$ cat config.mk
export PLATFORM = sky130hd
export DESIGN_NAME = dma_status_flags
export DESIGN_NICKNAME = d
export VERILOG_FILES = /design/src/rtl/dma_stat_pkg.sv /design/src/rtl/dma_ch_flags.sv /design/src/rtl/dma_stat_regs.sv /design/src/rtl/dma_status_flags.sv
export SDC_FILE = /design/constraint.sdc
export NUM_CORES = 1
export LEC_CHECK = 0
export CELL_PAD_IN_SITES_DETAIL_PLACEMENT = 0
export CELL_PAD_IN_SITES_GLOBAL_PLACEMENT = 1
export CORE_MARGIN = 5
export CORE_UTILIZATION = 27
export CTS_CLUSTER_DIAMETER = 100
export DETAILED_ROUTE_END_ITERATION = 12
export PLACE_DENSITY = 0.81
export REMOVE_ABC_BUFFERS = 1
export SLEW_MARGIN = 20
export SYNTH_ARGS = -nofsm -noshare
export SYNTH_HDL_FRONTEND = slang
export SYNTH_SLANG_ARGS = --single-unit
$ cat constraint.sdc
create_clock -name clk_i -period 1.8 [get_ports clk_i]
set_clock_uncertainty 0.15 [all_clocks]
set_input_delay 0.54 -clock clk_i [delete_from_list [all_inputs] [get_ports clk_i]]
set_output_delay 0.54 -clock clk_i [all_outputs]
set_load 0.1 [all_outputs]
$ cat src/rtl/dma_stat_pkg.sv
package dma_stat_pkg;
  localparam int unsigned ADDR_W = 3;
  localparam logic [ADDR_W-1:0] FLAG_OFF = 3'd3;
  localparam logic [ADDR_W-1:0] STAT_OFF = 3'd4;
  localparam logic [ADDR_W-1:0] SCR_OFF  = 3'd6;
endpackage

$ cat src/rtl/dma_ch_flags.sv
module dma_ch_flags (
  input  logic clk_i,
  input  logic rst_ni,
  input  logic blk_pend_i,
  input  logic start_i,
  input  logic abort_i,
  input  logic blk_done_i,
  input  logic trn_done_i,
  input  logic err_i,
  input  logic dis_i,
  input  logic rpt_inf_i,
  input  logic clr_done_i,
  input  logic clr_err_i,
  output logic pend_o,
  output logic busy_o,
  output logic done_o,
  output logic err_o
);
  logic pend_q, busy_q, done_q, err_q;
  logic cmp_set;

  // unlimited repeat flags each block instead of the transaction
  assign cmp_set = rpt_inf_i ? blk_done_i : trn_done_i;

  always_ff @(posedge clk_i or negedge rst_ni) begin
    if (!rst_ni) begin
      pend_q <= 1'b0;
      busy_q <= 1'b0;
      done_q <= 1'b0;
      err_q  <= 1'b0;
    end else begin
      pend_q <= blk_pend_i | (pend_q & ~(start_i | abort_i));
      busy_q <= ~(dis_i | cmp_set | err_i) & (start_i | busy_q);
      done_q <= cmp_set | (done_q & ~clr_done_i);
      err_q  <= err_i | (err_q & ~clr_err_i);
    end
  end

  assign pend_o = pend_q;
  assign busy_o = busy_q;
  assign done_o = done_q;
  assign err_o  = err_q;


  pend_clr_chk: assert property (@(posedge clk_i) disable iff (!rst_ni)
    (start_i || abort_i) && !blk_pend_i |=> !pend_o);

  busy_drop_chk: assert property (@(posedge clk_i) disable iff (!rst_ni)
    (dis_i || err_i) |=> !busy_o);

  set_wins_chk: assert property (@(posedge clk_i) disable iff (!rst_ni)
    err_i |=> err_o);

  rpt_done_chk: assert property (@(posedge clk_i) disable iff (!rst_ni)
    rpt_inf_i && blk_done_i |=> done_o);

  w1c_err_chk: assert property (@(posedge clk_i) disable iff (!rst_ni)
    clr_err_i && !err_i |=> !err_o);
endmodule

$ cat src/rtl/dma_stat_regs.sv
module dma_stat_regs
  import dma_stat_pkg::*;
#(
  parameter int unsigned NUM_CH = 4,
  localparam int unsigned DATA_W = 2 * NUM_CH
) (
  input  logic              clk_i,
  input  logic              rst_ni,
  input  logic              we_i,
  input  logic [ADDR_W-1:0] addr_i,
  input  logic [DATA_W-1:0] wdata_i,
  input  logic [NUM_CH-1:0] err_i,
  input  logic [NUM_CH-1:0] done_i,
  input  logic [NUM_CH-1:0] busy_i,
  input  logic [NUM_CH-1:0] pend_i,
  output logic [NUM_CH-1:0] clr_err_o,
  output logic [NUM_CH-1:0] clr_done_o,
  output logic [DATA_W-1:0] rdata_o
);
  logic [DATA_W-1:0] scr_q;
  logic              flag_wr, scr_wr;

  assign flag_wr = we_i && (addr_i == FLAG_OFF);
  assign scr_wr  = we_i && (addr_i == SCR_OFF);

  assign clr_done_o = flag_wr ? wdata_i[NUM_CH-1:0]      : '0;
  assign clr_err_o  = flag_wr ? wdata_i[DATA_W-1:NUM_CH] : '0;

  always_ff @(posedge clk_i or negedge rst_ni) begin
    if (!rst_ni)     scr_q <= '0;
    else if (scr_wr) scr_q <= wdata_i;
  end

  always_comb begin
    unique case (addr_i)
      FLAG_OFF: rdata_o = {err_i, done_i};
      STAT_OFF: rdata_o = {busy_i, pend_i};
      SCR_OFF:  rdata_o = scr_q;
      default:  rdata_o = '0;
    endcase
  end


  scr_wr_chk: assert property (@(posedge clk_i) disable iff (!rst_ni)
    scr_wr |=> scr_q == $past(wdata_i));
endmodule

$ cat src/rtl/dma_status_flags.sv
module dma_status_flags
  import dma_stat_pkg::*;
#(
  parameter int unsigned NUM_CH = 4,
  localparam int unsigned DATA_W = 2 * NUM_CH
) (
  input  logic              clk_i,
  input  logic              rst_ni,
  input  logic [NUM_CH-1:0] blk_pend_i,
  input  logic [NUM_CH-1:0] xfer_start_i,
  input  logic [NUM_CH-1:0] abort_i,
  input  logic [NUM_CH-1:0] blk_done_i,
  input  logic [NUM_CH-1:0] trn_done_i,
  input  logic [NUM_CH-1:0] err_i,
  input  logic [NUM_CH-1:0] ch_dis_i,
  input  logic [NUM_CH-1:0] rpt_inf_i,
  input  logic              we_i,
  input  logic [ADDR_W-1:0] addr_i,
  input  logic [DATA_W-1:0] wdata_i,
  output logic [DATA_W-1:0] rdata_o,
  output logic [NUM_CH-1:0] irq_o
);
  logic [NUM_CH-1:0] pend_v, busy_v, done_v, err_v;
  logic [NUM_CH-1:0] clr_err, clr_done;

  for (genvar c = 0; c < NUM_CH; c++) begin : g_ch
    dma_ch_flags u_ch (
      .clk_i      (clk_i),
      .rst_ni     (rst_ni),
      .blk_pend_i (blk_pend_i[c]),
      .start_i    (xfer_start_i[c]),
      .abort_i    (abort_i[c]),
      .blk_done_i (blk_done_i[c]),
      .trn_done_i (trn_done_i[c]),
      .err_i      (err_i[c]),
      .dis_i      (ch_dis_i[c]),
      .rpt_inf_i  (rpt_inf_i[c]),
      .clr_done_i (clr_done[c]),
      .clr_err_i  (clr_err[c]),
      .pend_o     (pend_v[c]),
      .busy_o     (busy_v[c]),
      .done_o     (done_v[c]),
      .err_o      (err_v[c])
    );
  end

  dma_stat_regs #(.NUM_CH(NUM_CH)) u_regs (
    .clk_i      (clk_i),
    .rst_ni     (rst_ni),
    .we_i       (we_i),
    .addr_i     (addr_i),
    .wdata_i    (wdata_i),
    .err_i      (err_v),
    .done_i     (done_v),
    .busy_i     (busy_v),
    .pend_i     (pend_v),
    .clr_err_o  (clr_err),
    .clr_done_o (clr_done),
    .rdata_o    (rdata_o)
  );

  assign irq_o = err_v | done_v;


  irq_hold_chk: assert property (@(posedge clk_i) disable iff (!rst_ni)
    |err_i |=> |irq_o);
endmodule

* Word level (Yosys, flattened, before mapping) *
Cells that the tools add are included.

word-level totals
  flip-flop bits (word level) = 24
  logic and storage cells = 90
  output and inout bits = 12

operators by class
  bitwise logic cells = 61
  eq/ne operators = 3
  reduce and logical (&&, ||, !) cells = 2
  mux-type cells = 7

operator list
  operator                                              number
  OR 1 bit                                              28
  case mux 8 bit (3 select lines)                       1
  bitwise AND 1 bit                                     16
  inverter 1 bit                                        16
  2-to-1 mux 4 bit                                      2
  equality test 3 bit (second input constant)           2
  2-to-1 mux 1 bit                                      4
  OR 4 bit                                              1
  equality test 3 x 2 -> 1 bit (second input constant)  1
  logical AND 1 bit                                     2

* Longest topological paths before layout *
Gate-level depths: netlist of run 1.

  depth after elaboration = 6
  mapped depth = 5

* Modules after synthesis *
Synthesis of run 1 repeated with hierarchy kept, for this count alone.

unflattened totals
  cells, all modules = 103
  area total of the unflattened synthesis = 1290.0 um^2

by module, submodules not included
  module            area an instance (um^2)  times used  cells each
  dma_ch_flags      173.9                    4           13
  dma_stat_regs     569.3                    1           47
  dma_status_flags  25.0                     1           4

* Least setup slack after synthesis of run 1 *
No wires, ideal clock.

  path type = input port to output port
  from = input port addr_i[2]
  to = output port rdata_o[0]
  path buffers = 2
  stages on the path = 5
  arrival = 1832 ps
  path slack = -722 ps
  cells stage by stage = nor2b_4 buf_6 nor2b_1 buf_2 a22o_1

between the ends
  longest elaborated chain between the ends = 2
  elaborated cells on any way between the ends = 4
  classes of those cells = 3 x eq/ne; 1 x mux

RTL lines
  element                                                              RTL line                text
  start, declared                                                      dma_status_flags.sv:18  input logic [ADDR_W-1:0] addr_i,
  equality test 3 bit or equality test 3 x 2 -> 1 bit (tied branches)  dma_stat_regs.sv:35     unique case (addr_i)
  case mux 8 bit (3 select lines) *                                    dma_stat_regs.sv:35
  end, declared                                                        dma_status_flags.sv:20  output logic [DATA_W-1:0] rdata_o,

Mark *: on every way between the ends. The rest lies on a longest branch, timed or not.

* Final worst setup path of run 1 *
  from = input port addr_i[2]
  to = output port rdata_o[1]

Same word-level chain as after synthesis.

==> results of run 1 <==
-- sequential cells by signal (all words and copies together), names as in the netlist --
signal            flops
g_ch.u_ch.busy_o      4
g_ch.u_ch.err_o       4
g_ch.u_ch.done_o      4
u_regs.scr_q          8
g_ch.u_ch.pend_o      4
-- logic make-up (layout without fill, tap and decap cells) --
logic type	Yosys count	after routing
muxes	12	12
buffers and inverters	5	71
and+or+nand+nor	29	29
AOI/OAI and AO/OA	28	28
DFF	24	24
-- power groups by stage --
stage / clock, mW / combinational [mW] / sequential (mW)
2_1_floorplan: 0 / 0.235 / 0.623
3_3_place_gp: 0 / 0.440 / 0.629
3_5_place_dp: 0 / 0.449 / 0.633
4_1_cts: 0.376 / 0.459 / 0.625
5_1_grt: 0.404 / 0.484 / 0.633
6_report: 0.362 / 0.462 / 0.627
-- worst max-delay path, stage by stage --
cell	delay, ps
buf_6	90
nor2b_4	140
buf_4	130
a22o_1	190
a22o_1	240
buf_12	170
-- worst max path at each step --
| stage | from | endpoint | slack [ps] |
|---|---|---|---|
| final | addr_i[2] | rdata_o[1] | -400 |
| after global routing | addr_i[2] | rdata_o[0] | -430 |
| after CTS | addr_i[2] | rdata_o[5] | -420 |
| after detailed placement | addr_i[2] | rdata_o[4] | -900 |
| after global placement | addr_i[2] | rdata_o[7] | -850 |
| after floorplan | addr_i[2] | rdata_o[0] | -880 |
-- routing by layer --
layer	share of wire	up-vias	global-route usage
met5	0	-	0
met4	0.0086	0	0.0315
met3	0.054	4	0.0307
met2	0.52	33	0.199
met1	0.42	471	0.127
li1	-	494	-
-- cells in the mapped netlist --
library cell  number
nor2b_1            1
buf_2              3
nand2_1            8
nor2_1             8
mux2_1             4
and2b_1            1
or2_2              4
nand3_4            1
buf_4              1
a22o_1            16
a21o_1            12
nor4_1             4
and4b_1            1
nor2b_4            1
buf_6              1
dfrtp_1           24
mux2_4             8
-- what timing repair did --
action                                  4_1_cts  5_1_grt
cloned                                        0        0
pin swaps                                    12        7
gates resized for setup                      25        3
setup buffers                                 1        1
endpoints found under the hold margin         0        0
endpoints found under the setup margin       21       12
-- stage by stage --
stage	setup slack [ps]	utilization	instances	power (mW)	hold WS [ps]
after floorplan	-879	-	93	0.858	94.4
after global placement	-848	0.457	210	1.07	319
after detailed placement	-897	0.457	210	1.08	331
after CTS	-425	0.483	215	1.46	351
after global routing	-432	0.489	216	1.52	377
final	-398	0.489	216	1.45	342
-- cell type report --
| type | count | area share |
|---|---|---|
| Timing Repair Buffer | 67 | 0.373 |
| Multi-Input combinational cell | 69 | 0.286 |
| Sequential cell | 24 | 0.284 |
| Tap cell | 52 | 0.0308 |
| Clock buffer | 4 | 0.0260 |
==> flow_summary.json, run 1 <==
{
  "outcome": "finished, violations left",
  "violations": "negative setup slack",
  "grt_pass1_vias": 1161,
  "max_freq_mhz": 455,
  "synth_xor_xnor_area_share": 0,
  "cts_sinks": 24,
  "path_class": "primary input to output port",
  "via_count": 1002,
  "p_sw_frac": 0.281,
  "synth_area_leaders": "dfrtp_1 50%, a22o_1 12%, mux2_4 10%",
  "synth_compound_area_frac": 0.193,
  "drive_gt1_frac": 0.287,
  "nFillCells": 393,
  "pwr_density_cell_mw_per_mm2": 686,
  "multi_input_area_sq_um": 606,
  "worstSetupStartpointType": "primary input",
  "timing.rr.end": "u_regs.scr_q[7]$_DFFE_PN0P_",
  "synth-simple-area-share": 0.138,
  "wl_per_cell_um": 15.6,
  "relSlewSlack": 0.791,
  "clock_latency_ps": 260,
  "synthesis.area_sq_mm": 0.00119,
  "port_buffers": 57,
  "synthMuxAreaShare": 0.138,
  "cts_buffer_depth": 2,
  "initial_core_util": 0.276,
  "min_to": "g_ch[3].u_ch.pend_o$_DFF_PN0_",
  "syn_area_per_cell_sq_um": 12.2,
  "synth_top_cell_area_share": 0.503,
  "setup_ws_ps": -398,
  "power.switching_mw": 0.408,
  "synth_seq_cells": 24,
  "power_frac_clock": 0.250,
  "synth_warnings": 0,
  "drv_cap": 0,
  "postLayoutCellArea_sq_mm": 0.00212,
  "root_buffer": "clkbuf_8",
  "antenna_left": 0,
  "htree_levels": 1,
  "fp.dieW_um": 76.5,
  "globalplace.congestion": 0.789,
  "grt_pass1_wl_um": 5340,
  "antenna_found_initial": 0,
  "power_frac_seq": 0.432,
  "cts_buffers": 3,
  "nNetsFinal": 211,
  "arrival_ps": 1510,
  "peakVddDrop_mv": 0.286,
  "hold_viol": 0,
  "synth_cell_type_count": 17,
  "final_common_cell": "clkdlybuf4s50_1",
  "synth_top_area_cell": "dfrtp_1",
  "period_share": 1.22,
  "antenna-diode-count": 0,
  "fin_setup_tns_ps": -3100,
  "ys_seq_area_frac": 0.503,
  "synthCells": 98,
  "dieArea_sq_mm": 0.00586,
  "setup_violations": 10,
  "grt.overflow.total": 0,
  "synth_top_family_by_area": "compound AO/OA/AOI/OAI gates",
  "drt_first_pass_iters": 4,
  "grt_max_degree": 25,
  "drcViolationCount": 0,
  "area.growth.synth_to_final_pct": 77.1,
  "combPwrFrac": 0.318,
  "p_int_mw": 1.04,
  "reg2reg_depth": 1,
  "cp_max_fo": 5,
  "cp.required_ps": 1110,
  "wl_um": 3360,
  "reg2reg_slack_ps": 870,
  "design.portCount": 58,
  "cts_hold_buf": 0,
  "hold_class": "flip-flop to flip-flop",
  "grt_use_total": 0.111,
  "timing.rr.start": "u_regs.scr_q[7]$_DFFE_PN0P_",
  "synth_fa_ha_area_frac": 0,
  "row_count": 24,
  "cts.clk_slew.worst_paths_ps": 80,
  "fp.coreArea_sq_mm": 0.00432,
  "dp_hpwl_um": 2740,
  "min_from": "g_ch[3].u_ch.pend_o$_DFF_PN0_",
  "power_leakage_nw": 0.920,
  "tightest_slew_ps": 314,
  "cts_tree": "built",
  "dpl-instance-area_sq_mm": 0.00198,
  "die_y_um": 76.5,
  "via_per_inst": 4.64,
  "drtIter0Drc": 34,
  "min_path_cells": 1,
  "slew_violations": 0,
  "regArea_sq_um": 601,
  "final_cell_mix": "42 x clkdlybuf4s50_1, 24 x dfrtp_1, 13 x a22o_1",
  "cp-end-kind": "output port",
  "grt_setup_unrepaired": "yes",
  "period_needed_ps": 2200
}
Note: power is estimated with default switching activity, not from simulation.
==> inputs of run 2 (changes only) <==
--- a/config.mk
+++ b/config.mk
@@ -13,7 +13,7 @@
 export DETAILED_ROUTE_END_ITERATION = 12
 export PLACE_DENSITY = 0.81
 export REMOVE_ABC_BUFFERS = 1
-export SLEW_MARGIN = 20
+export SLEW_MARGIN = 10
 export SYNTH_ARGS = -nofsm -noshare
 export SYNTH_HDL_FRONTEND = slang
 export SYNTH_SLANG_ARGS = --single-unit
==> results of run 2 <==
Same layout as run 1: the final DEF is identical, and so are final timing and power.
